**config.mk**
```make
export PLATFORM = sky130hd
export DESIGN_NAME = lcr_bank_decoder
export DESIGN_NICKNAME = d
export VERILOG_FILES = /design/src/rtl/lcr_bank_decoder.sv
export SDC_FILE = /design/constraint.sdc
export NUM_CORES = 1
export LEC_CHECK = 0
export BUFFER_PORTS_ARGS = -buffer_cell sky130_fd_sc_hd__buf_2
export CORE_MARGIN = 4
export CORE_UTILIZATION = 50
export CTS_CLUSTER_SIZE = 14
export DETAILED_ROUTE_END_ITERATION = 8
export GPL_TIMING_DRIVEN = 1
export PLACE_DENSITY = 0.81
export SETUP_SLACK_MARGIN = 0.1
export SLEW_MARGIN = 20
export SYNTH_ARGS = -nofsm -noshare
export SYNTH_HDL_FRONTEND = slang
export SYNTH_SLANG_ARGS = --single-unit
export TNS_END_PERCENT = 1
```
**constraint.sdc**
```tcl
create_clock -name clk -period 3.7 [get_ports clk]
set_input_delay 1.11 -clock clk [delete_from_list [all_inputs] [get_ports clk]]
set_output_delay 1.11 -clock clk [all_outputs]
set_load 0.005 [all_outputs]
```
**src/rtl/lcr_bank_decoder.sv**
```systemverilog
module lcr_bank_decoder #(
  parameter int ADDR_W      = 3,
  parameter int BANK_W      = 3,
  parameter int SHARED_OFS  = 3,
  parameter int SHADOW_OFS  = 4,
  parameter int SHADOW_BANK = 3
) (
  input  logic              clk,
  input  logic              rst_n,
  input  logic              wr_en,
  input  logic [ADDR_W-1:0] addr,
  input  logic [7:0]        wr_data,
  output logic [7:0]        rd_data,
  output logic [BANK_W-1:0] bank,
  output logic [3:0]        word_bits,
  output logic              two_stop,
  output logic              parity_en,
  output logic              parity_even,
  output logic              parity_stick,
  output logic              break_out
);

  localparam logic [ADDR_W-1:0] SH_A  = ADDR_W'(SHARED_OFS);
  localparam logic [ADDR_W-1:0] MIR_A = ADDR_W'(SHADOW_OFS);
  localparam logic [BANK_W-1:0] MIR_B = BANK_W'(SHADOW_BANK);

  logic [7:0]        fmt_q, ptr_q;
  logic [BANK_W-1:0] bank_q, bank_nxt;
  logic              hit_wr;

  assign hit_wr = wr_en && (addr == SH_A);

  always_comb begin
    bank_nxt = bank_q;
    if (!wr_data[7])
      bank_nxt = '0;
    else if (wr_data == 8'h80)
      bank_nxt = BANK_W'(1);
    else if (wr_data[7:3] == 5'b11100 && wr_data[2:0] <= 3'd4)
      bank_nxt = BANK_W'(wr_data[2:0]) + BANK_W'(2);
  end

  always_ff @(posedge clk) begin
    if (!rst_n) begin
      fmt_q  <= '0;
      ptr_q  <= '0;
      bank_q <= '0;
    end else if (hit_wr) begin
      ptr_q  <= wr_data;
      bank_q <= bank_nxt;
      if (!wr_data[7]) fmt_q <= wr_data;
    end
  end

  always_comb begin
    if (addr == SH_A)
      rd_data = ptr_q;
    else if (bank_q == MIR_B && addr == MIR_A)
      rd_data = fmt_q;
    else
      rd_data = '0;
  end

  assign bank         = bank_q;
  assign word_bits    = 4'd5 + {2'b00, fmt_q[1:0]};
  assign two_stop     = fmt_q[2];
  assign parity_en    = fmt_q[3];
  assign parity_even  = fmt_q[4];
  assign parity_stick = fmt_q[5];
  assign break_out    = fmt_q[6];

  AST_FMT_LOADS: assert property (@(posedge clk) disable iff (!rst_n)
    (wr_en && addr == SH_A && !wr_data[7]) |=> (fmt_q == $past(wr_data) && bank == '0));
  AST_FMT_HELD: assert property (@(posedge clk) disable iff (!rst_n)
    (wr_en && addr == SH_A && wr_data[7]) |=> ($stable(word_bits) && $stable(break_out) && $stable(parity_en)));
  AST_READ_PTR: assert property (@(posedge clk) disable iff (!rst_n)
    (wr_en && addr == SH_A) |=> (addr != SH_A || rd_data == $past(wr_data)));
  AST_BANK_KEEP: assert property (@(posedge clk) disable iff (!rst_n)
    (wr_en && addr == SH_A && wr_data[7] && wr_data != 8'h80 && !(wr_data >= 8'hE0 && wr_data <= 8'hE4))
    |=> $stable(bank));
  AST_OTHER_WR: assert property (@(posedge clk) disable iff (!rst_n)
    !(wr_en && addr == SH_A) |=> ($stable(fmt_q) && $stable(ptr_q) && $stable(bank)));

endmodule

```
Yosys cells after proc, flatten, opt, wreduce, memory -nomap -nowiden:

Index checks and enable logic that the tools add are counted.

* flip-flop bits (word level): 18
* output and inout bits: 20
* logic and storage cells: 23
* bits of input ports: 14

* magnitude comparators: 1
* reduce and logical (&&, ||, !) cells: 5
* bitwise operators: 1
* eq/ne operators: 6
* $add $sub $neg: 2
* muxes and demuxes: 5

Operator list (count)
* 3-bit two-way mux: 3
* 8-bit equality test, second input constant: 1
* 8-bit two-way mux: 1
* 7-bit two-way mux: 1
* 3-bit by 2-bit equality test with 1-bit output, second input constant: 2
* 5-bit equality test, second input constant: 1
* 3-bit by 2-bit adder with 4-bit output, first input constant: 1
* 2-bit AND reduction: 2
* 3-bit by 2-bit adder with 3-bit output, second input constant: 1
* 3-bit equality test, second input constant: 1
* 3-bit <= comparator, second input constant: 1
* 1-bit logical AND: 3
* 3-bit by 1-bit inequality test with 1-bit output, second input constant: 1
* 1-bit NOT: 1

Longest topological paths before layout:

Gate-level depths: netlist (run 1).

* word-level depth: 5
* gate-level depth with buffers: 6
* depth with buffers taken out: 5

Worst setup path after synthesis (run 1):

OpenSTA, ideal clock, no wires.

* path type: input-to-output
* from: in addr[2]
* to: out rd_data[0]
* slack: 760 ps
* data required time: 2590 ps
* stages on the path: 3
* data arrival time: 1830 ps
* path buffers: 0
* cells stage by stage: nand4b_1 > nor3_1 > a22o_1

* longest elaborated chain between the ends: 4
* elaborated cells on any way between the ends: 5
* classes of those cells: eq/ne (2); mux (2); reduce/logical (1)

RTL lines
* from (decl): RTL line 11 `input logic [ADDR_W-1:0] addr,`
* 3-bit equality test: RTL line 58 `else if (bank_q == MIR_B && addr == MIR_A)`
* 1-bit logical AND: RTL line 58
* 7-bit two-way mux: RTL line 58
* 8-bit two-way mux (*): RTL line 56 `if (addr == SH_A)`
* to (decl): RTL line 13 `output logic [7:0] rd_data,`

Mark *: on every way between the ends. The rest lies on a longest branch, timed or not.

Worst setup path in the final report (run 1):

* from: in addr[2]
* to: out rd_data[4]

Same word-level chain as after synthesis.

==> results of run 1 <==
## synth_stat cells
library cell and instances:
nand2_1 26, buf_2 2, or3_1 1, nand4b_1 1, ha_1 1, inv_1 3
and4b_1 2, a22o_1 7, clkbuf_1 2, or2_1 1, o21ai_0 8, and2_1 1
a31oi_1 1, o21ai_2 1, a21oi_1 7, and3b_1 1, dfxtp_1 18, a21oi_2 1
nor2_1 4, nor2_2 1, a2111oi_1 1, a211oi_1 2, buf_4 1, nand3_1 5
a21boi_0 10, nor3_1 1, xnor2_1 1
## metal layers
layer / share of wire, % / global-route usage (%)
met5: 0 / 0
met4: 1.0 / 6.912
met3: 8.4 / 3.614
met2: 44 / 31.30
met1: 46 / 25.14
## cell families (layout without fill, tap and decap cells)
family | Yosys count | after routing
AOI/OAI and AO/OA | 38 | 38
xor gates and xnor gates | 1 | 1
adders and majority gates | 1 | 1
buffers and inverters | 8 | 41
DFF | 18 | 18
and+or+nand+nor | 44 | 44
## worst max-delay path: stages
cell and delay (ns):
buf_2 0.11, and3b_1 0.44, a22o_1 0.21, buf_2 0.10
## registers in the layout (all words and copies together) (netlist names)
signal,flops
fmt_q,7
ptr_q,8
bank,3
## path summary, 6_finish.rpt
check / start / to
setup / recovery: addr[2] / rd_data[4]
hold / removal: ptr_q[1] / ptr_q[1]
setup reg to reg: bank[2] / bank[2]
hold reg to reg: ptr_q[1] / ptr_q[1]
## report_power, final
part / total (µW) / switching, µW / internal (µW) / leakage, µW
combinational: 33.6 / 20.7 / 12.9 / 0.000298
sequential: 198 / 1.56 / 196 / 0.000145
clock: 97.2 / 59.4 / 37.8 / 0.0000138
## area by class of cell
cell class | instances | area [µm²]
Sequential cell | 18 | 360.3
Multi-Input combinational cell | 84 | 486.7
Timing Repair Buffer | 35 | 180.2
Tap cell | 24 | 30.03
Fill cell | 158 | 503.0
Inverter | 3 | 11.26
Clock buffer | 3 | 22.52
## per-stage QoR
step | utilization (%) | instances | hold WS (ns) | total power (µW) | setup WS (ns)
CTS | 68.45 | 167 | 0.4656 | 329.4 | 0.6053
floorplan | - | 110 | 0.4317 | 218.8 | 0.7597
finish | 68.45 | 167 | 0.4637 | 328.8 | 0.6142
detailed placement | 67.03 | 164 | 0.4494 | 235.9 | 0.6060
global route | 68.45 | 167 | 0.4816 | 347.5 | 0.5660
global placement | 67.03 | 164 | 0.4414 | 235.0 | 0.6407
==> qor.yml, run 1 <==
detailed_routing:
  drtAntennaViolNets: 0
  detail_route.iter0.violations: 19
  firstDrtPassIters: 4
  via_per_inst: 5.509
  drt_wl_total_mm: 2.205
  routedWlPerCell_um: 13.20
  dr_total_vias: 920
  drc_errors: 0
cts:
  cts_buffers: 3
  clock_sinks: 18
  cts_tree: "built"
  cts_resized: 0
  clk-insertion-delay-late_ns: 0.29
  post_cts_buffers: 0
  htree_levels: 1
  cts_buffer_depth: 2
  cts_root_buffer: "clkbuf_4"
  cts.clk_slew.worst_paths_ns: 0.10
  postCtsHoldBufs: 0
yosys:
  yosysWarningCount: 0
  synth_top_area_share_pct: 40.79
  post-synth-top-area-cell: "dfxtp_1"
  ys_top_cells_by_area: "dfxtp_1, nand2_1, a21boi_0"
  synth_compound_area_share_pct: 29.46
  ys_ff_latch: 18
  synth.avg_cell_area_um2: 8.030
  postSynthCellCount: 110
  synth-xor-area-share_pct: 0.9915
  muxShareOfSynthArea_pct: 0
  ys_seq_area_share_pct: 40.79
  synth-simple-area-share_pct: 23.23
  synth_top_family_by_area: "compound AO/OA/AOI/OAI gates"
  syn_nets: 125
  synth_area_um2: 883.3
  synth_fa_ha_area_share_pct: 1.416
  synth_cell_types: 27
die:
  die_area_um2: 2503
  initial_core_util_pct: 55.42
  rows: 14
  die_h_um: 50.03
  die_w_um: 50.03
  ios: 34
  core_area_um2: 1594
layout:
  num_antenna_cells: 0
  final_net_count: 160
  syn_to_final_growth_pct: 23.51
  final_common_cell: "buf_2"
  post-route-cell-area_um2: 1091
  drive_gt1_share_pct: 28.67
  mostFrequentLayoutCells: "buf_2, nand2_1, dfxtp_1"
outcome:
  status: "completed"
place:
  hpwlAfterDp_mm: 1.615
  gp_congestion: 0.7733
  port_buffers: 33
  place_area_um2: 1069
critical_path:
  crit_arrival_ns: 1.98
  crit_type: "in -> out"
  crit_fanout: 9
  reg2regPathDepth: 2
  cp-end-kind: "output pin"
  critPathLaunchType: "primary input"
  crit_required_ns: 2.59
  rrSetupSlack_ns: 2.99
sta:
  finalMaxSlewViolations: 0
  max_freq_mhz: 324.1
  post-route-period-util_pct: 83.40
  fin_tns_setup_ns: 0
  setup_violations: 0
  max-slew-margin-rel_pct: 65.73
  rsz0062_at_grt: "no"
  finalWorstPathRequiredPeriod_ns: 3.086
  hold_violations: 0
  finalClockSkew_ns: 0
  worstMarginPinSlew_ns: 0.5128
flow_run:
  maxCapViolCount: 0
global_routing:
  grt_antenna_before_repair: 0
  grt_usage_pct: 19.31
  grt_max_degree: 16
  grt_pass1_wl_mm: 3.808
  overflow: 0
  grt_pass1_vias: 874
min_path:
  min_path_cells: 2
  min_path_type: "reg -> reg"
power_and_ir_drop:
  p_leak_uw: 0.0004574
  vdd_drop_max_uv: 184.7
  powerDensity_nw_per_um2: 301.3
Note: power is estimated with default switching activity, not from simulation.
==> run 2: changes to the inputs <==
--- a/config.mk
+++ b/config.mk
@@ -7,11 +7,11 @@
 export LEC_CHECK = 0
 export BUFFER_PORTS_ARGS = -buffer_cell sky130_fd_sc_hd__buf_2
 export CORE_MARGIN = 4
-export CORE_UTILIZATION = 50
+export CORE_UTILIZATION = 42
 export CTS_CLUSTER_SIZE = 14
 export DETAILED_ROUTE_END_ITERATION = 8
 export GPL_TIMING_DRIVEN = 1
-export PLACE_DENSITY = 0.81
+export PLACE_DENSITY = 0.73
 export SETUP_SLACK_MARGIN = 0.1
 export SLEW_MARGIN = 20
 export SYNTH_ARGS = -nofsm -noshare
==> constraint.sdc (replaced) <==
create_clock -name clk -period 2.7 [get_ports clk]
set_input_delay 0.81 -clock clk [delete_from_list [all_inputs] [get_ports clk]]
set_output_delay 0.81 -clock clk [all_outputs]
set_load 0.005 [all_outputs]
==> run 2 against run 1 <==
Net effect: clock-buffer cell count is the same; worst hold slack lost 0.0016 ns; total power grew 36%; combinational power grew 39%; utilization shrank 13 points; sequential cell count is the same; clock power grew 34%; critical path depth is the same; non-clock buffer count grew 1; via count shrank 2.2%; clock skew is the same; first-iteration DRC count shrank 11%; largest cell class unchanged.
==> qor.yml, run 2 (synthesized netlist as in run 1, its figures left out) <==
outcome:
  status: "completed"
min_path:
  min_path_type: "reg -> reg"
die:
  ios: 34
  die_area_um2: 2901
  initial_core_util_pct: 44.57
  die_h_um: 53.86
  rows: 16
  core_area_um2: 1982
  die_w_um: 53.86
global_routing:
  overflow: 0
  grt_pass1_vias: 835
  grt_max_degree: 16
  grt_antenna_before_repair: 0
  grt_pass1_wl_mm: 3.581
  grt_usage_pct: 16.97
detailed_routing:
  drc_errors: 0
  drtAntennaViolNets: 0
  via_per_inst: 5.263
  firstDrtPassIters: 4
  drt_wl_total_mm: 2.162
  detail_route.iter0.violations: 17
  routedWlPerCell_um: 12.64
  dr_total_vias: 900
power_and_ir_drop:
  p_comb_share_pct: 10.4
  p_leak_uw: 0.0004628
  netSwitchingFraction_pct: 24.35
  powerDensity_nw_per_um2: 406.9
  switching_power_uw: 109.2
  cell_internal_pwr_uw: 339.3
  seqPwrFrac_pct: 60.5
  power_uw: 448.5
  pwr-share-clk_pct: 29.1
  vdd_drop_max_uv: 290.0
place:
  port_buffers: 33
  hpwlAfterDp_mm: 1.639
  gp_congestion: 0.7653
cts:
  cts_resized: 0
  clock_sinks: 18
  cts_buffers: 3
  htree_levels: 1
  clk-insertion-delay-late_ns: 0.29
  post_cts_buffers: 0
  postCtsHoldBufs: 0
  cts_tree: "built"
  cts.clk_slew.worst_paths_ns: 0.10
  cts_buffer_depth: 2
  cts_root_buffer: "clkbuf_4"
sta:
  finalWorstPathRequiredPeriod_ns: 2.455
  finalMaxSlewViolations: 0
  hold_violations: 0
  finalClockSkew_ns: 0
  setup_violations: 0
  fin_tns_setup_ns: 0
  post-route-period-util_pct: 90.94
  rsz0062_at_grt: "no"
  worstMarginPinSlew_ns: 0.4483
  holdWs_ns: 0.4621
  max-slew-margin-rel_pct: 70.04
  max_freq_mhz: 407.3
layout:
  drive_gt1_share_pct: 29.17
  mostFrequentLayoutCells: "buf_2, nand2_1, dfxtp_1"
  num_antenna_cells: 0
  final_net_count: 161
  fillers: 196
  fin_util_pct: 55.62
  largest_reg_flops: 8
  final_common_cell: "buf_2"
  regMostFlops: "ptr_q"
  syn_to_final_growth_pct: 24.79
critical_path:
  cp-end-kind: "output pin"
  crit_required_ns: 1.89
  critPathMostFrequentCell: "buf_2"
  crit_path_max_incr_delay_ns: 0.42
  cp_slowest_cell: "and3b_1"
  crit_arrival_ns: 1.65
  path_cells: "buf_2 -> and3b_1 -> a22o_1 -> buf_2"
  crit_type: "in -> out"
  critPathLaunchType: "primary input"
  crit_fanout: 9
flow_run:
  maxCapViolCount: 0
-- run 2: final cells by class --
type                    instances  area, µm²  share of cell area, %
multi-input cells              84      486.7                  44.15
flip-flops and latches         18      360.3                  32.69
repair buffers                 36      187.7                  17.03
well taps                      27      33.78                  3.065
clock buffers                   3      22.52                  2.043
inverters                       3      11.26                  1.022
-- run 2: final timing paths --
check / start / endpoint / slack (ns) / cells after the start
setup / recovery: addr[2] / rd_data[6] / 0.24 / 4
hold / removal: ptr_q[1] / ptr_q[1] / 0.46 / 2
setup reg to reg: bank[0] / bank[0] / 1.99 / 2
hold reg to reg: ptr_q[1] / ptr_q[1] / 0.46 / 2
-- run 2: routing by layer --
metal	vias to the layer above	wire, µm	global-route usage, %
li1	458	-	-
met1	417	945	19.93
met2	22	1076	30.24
met3	3	116	3.878
met4	0	24	5.106
met5	-	0	0
-- run 2: power groups by stage --
| stage | clock network, µW | logic [µW] | registers [µW] |
|---|---|---|---|
| 6_report | 130 | 46.7 | 271 |
| 5_1_grt | 145 | 52.9 | 272 |
| 4_1_cts | 137 | 46.9 | 271 |
| 3_5_place_dp | 0 | 46.8 | 278 |
| 3_3_place_gp | 0 | 45.7 | 277 |
| 2_1_floorplan | 0 | 22.6 | 277 |
-- run 2: metrics by stage --
| step | instances | area (µm²) | worst slack [ns] |
|---|---|---|---|
| 6_report | 171 | 1102 | 0.2445 |
| 5_1_grt | 171 | 1102 | 0.1722 |
| 4_1_cts | 171 | 1102 | 0.2230 |
| 3_5_place_dp | 168 | 1080 | 0.2238 |
| 3_3_place_gp | 168 | 1080 | 0.2313 |
| 2_1_floorplan | 110 | 883.3 | 0.3597 |
-- run 2: critical path: cells and delay by family --
kind	cells	cell delay, ns
AND/OR/NAND/NOR	1	0.42
buffers and inverters	2	0.21
AO/OA/AOI/OAI	1	0.20
==> run 3: changes to the inputs <==
--- a/config.mk
+++ b/config.mk
@@ -7,11 +7,11 @@
 export LEC_CHECK = 0
 export BUFFER_PORTS_ARGS = -buffer_cell sky130_fd_sc_hd__buf_2
 export CORE_MARGIN = 4
-export CORE_UTILIZATION = 42
+export CORE_UTILIZATION = 47
 export CTS_CLUSTER_SIZE = 14
 export DETAILED_ROUTE_END_ITERATION = 8
 export GPL_TIMING_DRIVEN = 1
-export PLACE_DENSITY = 0.73
+export PLACE_DENSITY = 0.77
 export SETUP_SLACK_MARGIN = 0.1
 export SLEW_MARGIN = 20
 export SYNTH_ARGS = -nofsm -noshare
==> constraint.sdc (replaced) <==
create_clock -name clk -period 2.63 [get_ports clk]
set_input_delay 0.789 -clock clk [delete_from_list [all_inputs] [get_ports clk]]
set_output_delay 0.789 -clock clk [all_outputs]
set_load 0.005 [all_outputs]
==> run 3 against run 2 <==
Net effect: global-route usage rose by 1.8 points; critical path type unchanged; critical path depth unchanged; worst setup slack got worse by 0.038 ns; final cell count is 0.58% lower; sequential share of layout area decreased by 0.29 points; non-clock buffer count is 1 higher; die area decreased by 9.1%; clock power about the same; cell area grew 0.91%; critical endpoint unchanged; sequential power is 3% higher.
==> qor.yml, run 3 (synthesized netlist as in run 1, its figures left out) <==
global_routing:
  grt_pass1_vias: 865
  grt_max_degree: 16
  overflow: 0
  grt_antenna_before_repair: 0
  grt_pass1_wl_mm: 3.801
  grt_usage_pct: 18.79
critical_path:
  crit_type: "in -> out"
  crit_fanout: 9
  rr_endpoint: "bank[2]"
  crit_start: "addr[2]"
  crit_required_ns: 1.84
  cp-end-kind: "output pin"
  reg2reg_from: "bank[2]"
  crit_path_max_incr_delay_ns: 0.42
  critPathMostFrequentCell: "buf_2"
  path_cells: "buf_2 -> and3b_1 -> a22o_1 -> buf_2"
  rrSetupSlack_ns: 1.92
  crit_arrival_ns: 1.63
  critPathLaunchType: "primary input"
  reg2regPathDepth: 2
  cp_slowest_cell: "and3b_1"
min_path:
  min_to: "ptr_q[0]"
  worstHoldStart: "ptr_q[0]"
  min_path_cells: 2
  min_path_type: "reg -> reg"
sta:
  finalWorstPathRequiredPeriod_ns: 2.423
  fin_tns_setup_ns: 0
  finalMaxSlewViolations: 0
  setup_violations: 0
  max_freq_mhz: 412.6
  holdWs_ns: 0.4628
  post-route-period-util_pct: 92.14
  max-slew-margin-rel_pct: 67.05
  rsz0062_at_grt: "no"
  hold_violations: 0
  worstMarginPinSlew_ns: 0.4930
  finalClockSkew_ns: 0
detailed_routing:
  drt_wl_total_mm: 2.238
  dr_total_vias: 904
  drtAntennaViolNets: 0
  firstDrtPassIters: 4
  detail_route.iter0.violations: 6
  via_per_inst: 5.318
  routedWlPerCell_um: 13.16
  drc_errors: 0
cts:
  clock_sinks: 18
  htree_levels: 1
  cts_buffer_depth: 2
  cts.clk_slew.worst_paths_ns: 0.09
  cts_tree: "built"
  clk-insertion-delay-late_ns: 0.28
  cts_buffers: 3
  cts_root_buffer: "clkbuf_4"
  postCtsHoldBufs: 0
  post_cts_buffers: 0
  cts_resized: 0
layout:
  mostFrequentLayoutCells: "buf_2, nand2_1, dfxtp_1"
  final_net_count: 162
  final_common_cell: "buf_2"
  num_antenna_cells: 0
  drive_gt1_share_pct: 30.34
  final_cells: 170
  fin_util_pct: 63.73
  fillers: 156
  syn_to_final_growth_pct: 25.92
  largest_reg_flops: 8
  regMostFlops: "ptr_q"
place:
  placed_cells: 167
  gp_congestion: 0.7908
  port_buffers: 33
  hpwlAfterDp_mm: 1.682
die:
  rows: 15
  core_area_um2: 1745
  ios: 34
  die_w_um: 51.35
  die_h_um: 51.35
  die_area_um2: 2637
  initial_core_util_pct: 50.61
outcome:
  status: "completed"
power_and_ir_drop:
  vdd_drop_max_uv: 279.7
  p_leak_uw: 0.0004684
  power_uw: 459.7
  powerDensity_nw_per_um2: 413.3
flow_run:
  maxCapViolCount: 0
## run 3: changes by cell type in the layout (fill, tap and decap cells not counted)
cell / previous run / this run
buf_4: 3 / 4
nor3_2: 0 / 1
nor3_1: 1 / 0
## run 3: through the flow
stage	cell area, µm²	setup slack [ns]
global placement	1085	0.1460
global route	1112	0.1202
floorplan	883.3	0.3317
finish	1112	0.2066
detailed placement	1085	0.1683
CTS	1107	0.1634
## run 3: cell type report
cell class,instances,area (µm²),area share [%]
multi-input combinational,84,491.7,44.21
sequential,18,360.3,32.40
timing repair buffer,37,195.2,17.55
tap,25,31.28,2.812
clock buffer,3,22.52,2.025
inverter,3,11.26,1.012
## run 3: critical path: cells and delay by family
kind | cells | cell delay, ns
AO/OA/AOI/OAI | 1 | 0.20
buffers and inverters | 2 | 0.21
AND/OR/NAND/NOR | 1 | 0.42
## run 3: how the worst max path moves through the flow
stage / end / cells after the start
global route: rd_data[6] / 4
global placement: rd_data[6] / 6
CTS: rd_data[6] / 6
detailed placement: rd_data[5] / 6
finish: rd_data[6] / 4
floorplan: rd_data[0] / 3
## run 3: report_power, final
group,leakage (µW),internal [µW],switching (µW)
clock,0.0000138,53.1,79.5
sequential,0.000145,276,2.19
combinational,0.000309,18.7,29.9
total,0.000468,348,112
## run 3: layer usage
metal	global-route usage, %	up-vias	share of wire [%]
met3	2.915	2	6.2
met5	0	-	0
met2	32.40	25	47
met1	23.08	418	46
li1	-	459	-
met4	7.860	0	0.76
